**config.mk**
```make
export PLATFORM = sky130hd
export DESIGN_NAME = fa_tlb
export DESIGN_NICKNAME = d
export VERILOG_FILES = /design/src/rtl/tlb_pkg.sv /design/src/rtl/tlb_cam_match.sv /design/src/rtl/tlb_victim_sel.sv /design/src/rtl/tlb_entry_store.sv /design/src/rtl/fa_tlb.sv
export SDC_FILE = /design/constraint.sdc
export NUM_CORES = 1
export LEC_CHECK = 0
export BUFFER_PORTS_ARGS = -buffer_cell sky130_fd_sc_hd__buf_2
export CORE_MARGIN = 3
export CORE_UTILIZATION = 55
export DETAILED_ROUTE_END_ITERATION = 10
export GPL_TIMING_DRIVEN = 1
export PLACE_DENSITY = 0.78
export SYNTH_ARGS = -nofsm -noshare
export SYNTH_HDL_FRONTEND = slang
export SYNTH_SLANG_ARGS = --single-unit
```
**constraint.sdc**
```tcl
create_clock -name clk -period 4.35 [get_ports clk]
set_input_delay 0.2175 -clock clk [delete_from_list [all_inputs] [get_ports clk]]
set_output_delay 0.2175 -clock clk [all_outputs]
set_load 0.02 [all_outputs]
```
**src/rtl/tlb_pkg.sv**
```systemverilog
package tlb_pkg;

  typedef struct packed {
    logic dirty;
    logic refd;
    logic resident;
  } tlb_flags_t;

  // Feedback masks for maximal-length shift-left Fibonacci LFSRs.
  function automatic logic [31:0] lfsr_taps(input int unsigned width);
    case (width)
      2:       lfsr_taps = 32'h0000_0003;
      3:       lfsr_taps = 32'h0000_0006;
      4:       lfsr_taps = 32'h0000_000C;
      5:       lfsr_taps = 32'h0000_0014;
      6:       lfsr_taps = 32'h0000_0030;
      7:       lfsr_taps = 32'h0000_0060;
      default: lfsr_taps = 32'h0000_00B8;
    endcase
  endfunction

endpackage

```
**src/rtl/tlb_cam_match.sv**
```systemverilog
module tlb_cam_match #(
  parameter int ENTRIES = 16,
  parameter int KEY_W   = 10,
  localparam int IDX_W  = $clog2(ENTRIES)
) (
  input  logic [ENTRIES-1:0] valid_i,
  input  logic [KEY_W-1:0]   keys_i [ENTRIES],
  input  logic [KEY_W-1:0]   probe_i,
  output logic [ENTRIES-1:0] match_o,
  output logic               any_o,
  output logic [IDX_W-1:0]   idx_o
);

  // One comparator per entry.
  for (genvar g = 0; g < ENTRIES; g++) begin : g_cmp
    assign match_o[g] = valid_i[g] && (keys_i[g] == probe_i);
  end

  assign any_o = |match_o;

  always_comb begin
    idx_o = '0;
    for (int i = 0; i < ENTRIES; i++) begin
      if (match_o[i]) idx_o = IDX_W'(i);
    end
  end

endmodule

```
**src/rtl/tlb_victim_sel.sv**
```systemverilog
module tlb_victim_sel
  import tlb_pkg::*;
#(
  parameter int ENTRIES = 16,
  localparam int IDX_W  = $clog2(ENTRIES)
) (
  input  logic               clk,
  input  logic               rst_n,
  input  logic [ENTRIES-1:0] valid_i,
  input  logic               dup_hit_i,
  input  logic [IDX_W-1:0]   dup_idx_i,
  output logic [IDX_W-1:0]   victim_o
);

  localparam logic [IDX_W-1:0] TAPS = IDX_W'(lfsr_taps(IDX_W));

  logic [IDX_W-1:0] lfsr_q, lfsr_d;
  logic [IDX_W-1:0] free_idx;
  logic             any_free;

  // Pointer steps every cycle.
  always_comb begin
    lfsr_d = {lfsr_q[IDX_W-2:0], ^(lfsr_q & TAPS)};
  end

  always_ff @(posedge clk or negedge rst_n) begin
    if (!rst_n) lfsr_q <= IDX_W'(1);
    else        lfsr_q <= lfsr_d;
  end

  // Lowest-numbered empty slot.
  always_comb begin
    free_idx = '0;
    for (int i = ENTRIES - 1; i >= 0; i--) begin
      if (!valid_i[i]) free_idx = IDX_W'(i);
    end
  end

  assign any_free = ~&valid_i;

  always_comb begin
    if (dup_hit_i)     victim_o = dup_idx_i;
    else if (any_free) victim_o = free_idx;
    else               victim_o = lfsr_q;
  end

  a_r9_lfsr_nonzero: assert property (@(posedge clk) disable iff (!rst_n)
    lfsr_q != '0);

endmodule

```
**src/rtl/tlb_entry_store.sv**
```systemverilog
module tlb_entry_store
  import tlb_pkg::*;
#(
  parameter int ENTRIES = 16,
  parameter int VPN_W   = 10,
  parameter int PFN_W   = 6,
  localparam int IDX_W  = $clog2(ENTRIES)
) (
  input  logic               clk,
  input  logic               rst_n,
  input  logic               flush_i,
  input  logic               fill_en_i,
  input  logic [IDX_W-1:0]   fill_idx_i,
  input  logic [VPN_W-1:0]   fill_vpn_i,
  input  logic [PFN_W-1:0]   fill_pfn_i,
  input  logic               fill_resident_i,
  input  logic               upd_en_i,
  input  logic [IDX_W-1:0]   upd_idx_i,
  input  logic               upd_write_i,
  output logic [ENTRIES-1:0] valid_o,
  output logic [VPN_W-1:0]   vpn_o   [ENTRIES],
  output logic [PFN_W-1:0]   pfn_o   [ENTRIES],
  output tlb_flags_t         flags_o [ENTRIES]
);

  logic [ENTRIES-1:0] valid_q, valid_d;
  logic [ENTRIES-1:0] fill_we;
  tlb_flags_t         flags_q [ENTRIES];
  tlb_flags_t         flags_d [ENTRIES];
  logic [VPN_W-1:0]   vpn_q   [ENTRIES];
  logic [PFN_W-1:0]   pfn_q   [ENTRIES];

  // Next state: flush, then fill, then hit update.
  always_comb begin
    for (int i = 0; i < ENTRIES; i++) begin
      fill_we[i] = !flush_i && fill_en_i && (fill_idx_i == IDX_W'(i));
      valid_d[i] = valid_q[i];
      flags_d[i] = flags_q[i];
      if (flush_i) begin
        valid_d[i] = 1'b0;
      end else if (fill_we[i]) begin
        valid_d[i]          = 1'b1;
        flags_d[i].dirty    = 1'b0;
        flags_d[i].refd     = 1'b0;
        flags_d[i].resident = fill_resident_i;
      end else if (upd_en_i && (upd_idx_i == IDX_W'(i))) begin
        flags_d[i].refd  = 1'b1;
        flags_d[i].dirty = flags_q[i].dirty | upd_write_i;
      end
    end
  end

  always_ff @(posedge clk or negedge rst_n) begin
    if (!rst_n) begin
      valid_q <= '0;
      for (int i = 0; i < ENTRIES; i++) flags_q[i] <= '0;
    end else begin
      valid_q <= valid_d;
      for (int i = 0; i < ENTRIES; i++) flags_q[i] <= flags_d[i];
    end
  end

  // Key and frame storage: enabled writes, no reset.
  always_ff @(posedge clk) begin
    for (int i = 0; i < ENTRIES; i++) begin
      if (fill_we[i]) begin
        vpn_q[i] <= fill_vpn_i;
        pfn_q[i] <= fill_pfn_i;
      end
    end
  end

  assign valid_o = valid_q;
  assign vpn_o   = vpn_q;
  assign pfn_o   = pfn_q;
  assign flags_o = flags_q;

  a_r1_flush_empties: assert property (@(posedge clk) disable iff (!rst_n)
    flush_i |=> valid_q == '0);

  a_r7_fill_lands: assert property (@(posedge clk) disable iff (!rst_n)
    (fill_en_i && !flush_i) |=>
      (valid_q[$past(fill_idx_i)] && vpn_q[$past(fill_idx_i)] == $past(fill_vpn_i)
       && !flags_q[$past(fill_idx_i)].refd));

  a_r6_dirty_set: assert property (@(posedge clk) disable iff (!rst_n)
    (upd_en_i && upd_write_i && !flush_i && !(fill_en_i && fill_idx_i == upd_idx_i))
      |=> flags_q[$past(upd_idx_i)].dirty);

  a_r5_ref_set: assert property (@(posedge clk) disable iff (!rst_n)
    (upd_en_i && !flush_i && !(fill_en_i && fill_idx_i == upd_idx_i))
      |=> flags_q[$past(upd_idx_i)].refd);

endmodule

```
**src/rtl/fa_tlb.sv**
```systemverilog
module fa_tlb
  import tlb_pkg::*;
#(
  parameter int ENTRIES = 16,
  parameter int VPN_W   = 10,
  parameter int PFN_W   = 6,
  parameter int OFF_W   = 10,
  localparam int IDX_W  = $clog2(ENTRIES),
  localparam int VA_W   = VPN_W + OFF_W,
  localparam int PA_W   = PFN_W + OFF_W
) (
  input  logic             clk,
  input  logic             rst_n,
  input  logic             flush_i,
  input  logic             lkp_valid_i,
  input  logic             lkp_write_i,
  input  logic [VA_W-1:0]  lkp_vaddr_i,
  input  logic             fill_valid_i,
  input  logic [VPN_W-1:0] fill_vpn_i,
  input  logic [PFN_W-1:0] fill_pfn_i,
  input  logic             fill_resident_i,
  output logic             hit_o,
  output logic             miss_o,
  output logic             fault_o,
  output logic [PA_W-1:0]  paddr_o,
  output logic             dirty_o,
  output logic             refd_o,
  output logic             resident_o
);

  logic [ENTRIES-1:0] valid;
  logic [VPN_W-1:0]   vpn   [ENTRIES];
  logic [PFN_W-1:0]   pfn   [ENTRIES];
  tlb_flags_t         flags [ENTRIES];

  logic [VPN_W-1:0]   lkp_vpn;
  logic [OFF_W-1:0]   lkp_off;
  logic [ENTRIES-1:0] lkp_match, fill_match;
  logic               lkp_any, fill_any;
  logic [IDX_W-1:0]   lkp_idx, fill_dup_idx, fill_idx;
  tlb_flags_t         sel_flags;
  logic [PFN_W-1:0]   sel_pfn;
  logic               found;

  assign lkp_vpn = lkp_vaddr_i[VA_W-1:OFF_W];
  assign lkp_off = lkp_vaddr_i[OFF_W-1:0];

  tlb_cam_match #(.ENTRIES(ENTRIES), .KEY_W(VPN_W)) u_lkp_cam (
    .valid_i (valid),
    .keys_i  (vpn),
    .probe_i (lkp_vpn),
    .match_o (lkp_match),
    .any_o   (lkp_any),
    .idx_o   (lkp_idx)
  );

  tlb_cam_match #(.ENTRIES(ENTRIES), .KEY_W(VPN_W)) u_fill_cam (
    .valid_i (valid),
    .keys_i  (vpn),
    .probe_i (fill_vpn_i),
    .match_o (fill_match),
    .any_o   (fill_any),
    .idx_o   (fill_dup_idx)
  );

  tlb_victim_sel #(.ENTRIES(ENTRIES)) u_victim (
    .clk       (clk),
    .rst_n     (rst_n),
    .valid_i   (valid),
    .dup_hit_i (fill_any),
    .dup_idx_i (fill_dup_idx),
    .victim_o  (fill_idx)
  );

  tlb_entry_store #(
    .ENTRIES (ENTRIES),
    .VPN_W   (VPN_W),
    .PFN_W   (PFN_W)
  ) u_store (
    .clk             (clk),
    .rst_n           (rst_n),
    .flush_i         (flush_i),
    .fill_en_i       (fill_valid_i),
    .fill_idx_i      (fill_idx),
    .fill_vpn_i      (fill_vpn_i),
    .fill_pfn_i      (fill_pfn_i),
    .fill_resident_i (fill_resident_i),
    .upd_en_i        (hit_o),
    .upd_idx_i       (lkp_idx),
    .upd_write_i     (lkp_write_i),
    .valid_o         (valid),
    .vpn_o           (vpn),
    .pfn_o           (pfn),
    .flags_o         (flags)
  );

  assign sel_flags = flags[lkp_idx];
  assign sel_pfn   = pfn[lkp_idx];
  assign found     = lkp_valid_i && lkp_any;

  always_comb begin
    hit_o      = found && sel_flags.resident;
    fault_o    = found && !sel_flags.resident;
    miss_o     = lkp_valid_i && !lkp_any;
    paddr_o    = hit_o ? {sel_pfn, lkp_off} : '0;
    dirty_o    = found && sel_flags.dirty;
    refd_o     = found && sel_flags.refd;
    resident_o = found && sel_flags.resident;
  end

  a_r7_unique_lookup: assert property (@(posedge clk) disable iff (!rst_n)
    $onehot0(lkp_match));

  a_r7_unique_fill: assert property (@(posedge clk) disable iff (!rst_n)
    $onehot0(fill_match));

  a_r3_one_outcome: assert property (@(posedge clk) disable iff (!rst_n)
    $countones({hit_o, miss_o, fault_o}) == (lkp_valid_i ? 1 : 0));

  a_r4_fault_no_addr: assert property (@(posedge clk) disable iff (!rst_n)
    fault_o |-> (paddr_o == '0 && !resident_o));

  a_r8_free_first: assert property (@(posedge clk) disable iff (!rst_n)
    (fill_valid_i && !flush_i && !fill_any && !(&valid)) |-> !valid[fill_idx]);

endmodule

```
==> results.md <==
* Worst Setup Path Type: flop to primary output
* Top Layer Used: met4
* TritonCTS Buffers at 37
* Area contributors post-synth: edfxtp_1 44%, xnor2_1 16%, dfrtp_1 9.6%, nand4_1 4.0%, mux2i_1 2.6%
* All-Layer GR Usage at 31.1%
* DIE AREA at 33900 sq um
* Sink Count at 324
* WL/cell at 26.4 microns
* Root buf cell: clkbuf_16
* CORE AREA at 31000 sq um
* Logic pwr share at 8.0%
* Main combinational cell family by area after synthesis: XOR/XNOR gates
* Register area share after synthesis at 53.7%
* FF-to-FF path depth at 11
* Pin count of the biggest net entering global routing at 40
* Clk_lat worst skew at 0.55 ns
* Clk buf depth at 3
* Worst Setup Start Kind: flop
* Design Area, Final at 20000 sq um
* Outcome: finished, final reports clean
* Async S/R FF share, synth at 21.0%
* Most used flip-flop cell after synthesis: edfxtp_1
* Most common cell in the netlist: xnor2_1
* Path category of the worst min-delay check: input port to flop
* Cells along the critical path: xnor2_1 -> nand4_1 -> nor3_1 -> or2_1 -> nor3_2 -> nand2b_1 -> o311ai_1 -> mux2_2 -> nor3_4 -> buf_4 -> and4_1 -> buf_2
* Drt initial violations at 1634
* Post-synthesis simple-gate area fraction at 15.1%
* Synth Area in Compound Gates at 7.57%
* Global placement routability congestion at 1.02
* Area Growth Syn to Fin at 14.7%
* Drc violations at 0
* Routed wire length at 53.3 mm
* Net Switching at 1650 uW
* Synth cell types at 86
* Nets at 1642
* XOR/XNOR Fraction of Synth Area at 16.2%
* Pleak at 0.00679 uW
* First-pass GRT wire length at 79.4 mm
* Met3 routed wirelength at 5.45 mm
* Synth Warn # at 0
* Count of input and output buffers at 64
* CP required at 4.13 ns
* TritonRoute pass-1 iters at 6
* Initial antenna violation count at 1
* Sw frac at 23.3%
* Row cnt at 64
* Die Ht at 184 microns
* Final Max Tran Viols at 0
* Tcrit/Tclk final at 97.4%
* CP top delay family: simple AND/OR/NAND/NOR gates
* CTS tree: built
* Area after DPL at 18700 sq um
* Metal-1 WL at 20.8 mm
* Via Count at 13300
* Fill cells at 2303
* Total Power at 7090 uW
* Reg power frac at 48.2%
* Setup Skew at 0.0314 ns
* RSZ-0062 raised after global routing: false
* Max H-tree Level at 2
* CP max stage cell: nor3_2
* Yosys top cell area share at 44.0%
* Fin. Hold Viols at 0
* RR Startpoint: u_store.vpn_o[25]
* Average size of a mapped cell at 12.0 sq um
* Post-synthesis mux area share at 4.05%
* EDFF count, synth at 256
* Worst setup EP type: primary output
* Top cell type by total area after synthesis: edfxtp_1
* Ports at 65
* Slack of the worst reg-to-reg path at 0.61 ns
* Max-cap violations at 0
* Clock share of power at 43.9%
* Adder-cell area share of the yosys netlist at 0%
* Worst Tran Pin Value at 0.974 ns
* Power Internal at 5440 uW
* Clock Pin Slew Worst Setup and Hold Paths at 0.06 ns
* FMAX at 236 MHz
* Buf+Inv Stages, Crit Path at 2
* Fin crit period at 4.24 ns
* Synth Net Count at 1497
* Hold path cells at 1
* FF-to-FF End: u_store.flags_o[15]
* VDD IR-drop max at 310 uV
* Hpwl dp at 37.9 mm
* Initial Util at 56.4%
* Synth top cells by count: 311 x xnor2_1, 256 x edfxtp_1, 113 x nand4_1
* DRT antenna net count at 0
* Share of layout cells above drive strength 1 at 18.7%
* Largest stage delay on the critical path at 0.62 ns
* Slew margin rel. at 35.1%
* Synth Instances at 1454
* Die X at 184 microns
* Synth Cell Area at 17500 sq um
* Vias in the first global route at 13100
* CP max FO at 18
* Crit path DAT at 4.02 ns
* Pwr/cell area at 354 nW/um^2
* GR Overflow Total at 0
* Worst hold start: fill_pfn_i[5]
* Hold Crit Endpoint: u_store.pfn_o[89]
* #FFs+latches synth at 324
* Wire length on met2 at 24.7 mm
* Vias/cell at 6.60
* Setup violators final at 0
* Final core occ at 64.7%
[kinds of logic (layout without fill, tap and decap cells)]
family / after synthesis / in the layout
xor+xnor: 321 / 321
simple gates: 474 / 474
compound gates: 177 / 177
mux: 68 / 68
flops: 324 / 324
other cells: 0 / 1
buf+inv: 90 / 259
[worst register-to-register path: stages (launching register included)]
cell and delay [ns]:
edfxtp_1 0.44, xnor2_1 0.29, nand4_1 0.16, or3_1 0.42, o31ai_1 0.10, buf_4 0.20, and4bb_1 0.26, and4_4 0.23
or3b_1 0.45, buf_4 0.22, a211oi_2 0.45, mux2_2 0.39
[layer usage]
layer  vias to the layer above  global-route usage (%)
li1                       5721                       -
met1                      6583                    42.4
met2                       845                    49.9
met3                       188                    5.84
met4                         0                    12.0
met5                         -                       0
[layout by cell type, fill, tap and decap left out, types with 10 or more instances in the layout]
cell,instances
inv_1,23
and3_1,10
clkbuf_16,37
nand3_1,69
dfrtp_1,67
mux2i_1,46
edfxtp_1,256
and2_1,16
xnor2_1,309
nor3_2,10
a21oi_1,40
nor2_1,65
mux2_2,21
nor3_1,65
nand2_1,34
a21o_1,14
buf_2,64
buf_4,101
or3_1,22
o21ai_0,20
nand4_1,113
a31oi_1,11
clkbuf_1,12
[worst max path at each step]
stage | to | start | slack, ns | cells after the start
global route | paddr_o[1] | u_store.vpn_o[28] | 0.001 | 12
global placement | paddr_o[13] | lkp_vaddr_i[18] | 0.14 | 14
floorplan | u_store.pfn_o[10] | fill_vpn_i[3] | 0.46 | 11
finish | paddr_o[10] | u_store.vpn_o[97] | 0.11 | 12
CTS | paddr_o[4] | u_store.vpn_o[64] | 0.03 | 13
detailed placement | paddr_o[4] | lkp_vaddr_i[18] | -0.0007 | 14
[state kept, by name (all words and copies together), names as in the netlist]
register and cells:
u_store.flags_o 48, u_store.pfn_o 96, u_store.valid_o 16, u_store.vpn_o 160, u_victim.lfsr_q 4
[timing repair]
item                       in CTS  in global routing
setup endpoints to repair      20                 21
resized for setup               5                 16
hold endpoints to repair       28                  0
pin swaps                       0                  2
hold buffers                    1                  0
setup buffers                   0                  4
[layout make-up]
cell class / count / area (sq um) / share of cell area [%]
Sequential cell: 324 / 9390 / 46.8
Multi-Input combinational cell: 1040 / 7640 / 38.1
Timing Repair Buffer: 173 / 1230 / 6.13
Clock buffer: 50 / 985 / 4.91
Tap cell: 396 / 495 / 2.47
Clock inverter: 13 / 214 / 1.07
Inverter: 23 / 86.3 / 0.431
Antenna cell: 1 / 2.50 / 0.0125
[power by group through the flow]
stage	clock, uW	sequential (uW)	combinational, uW
floorplan	0	3470	347
global placement	0	3470	540
detailed placement	0	3470	547
CTS	3130	3410	552
global route	3260	3410	601
finish	3110	3410	566
[per-stage QoR]
stage          instances  setup TNS, ns  hold slack, ns  setup slack, ns
2_1_floorplan       1454              0         -0.0781            0.463
3_3_place_gp        1951              0           0.283            0.141
3_5_place_dp        1951      -0.000778           0.291        -0.000689
4_1_cts             2015              0          0.0437           0.0322
5_1_grt             2020              0          0.0617          0.00137
6_report            2020              0          0.0585            0.112
Power figures use the tool's default switching activity.
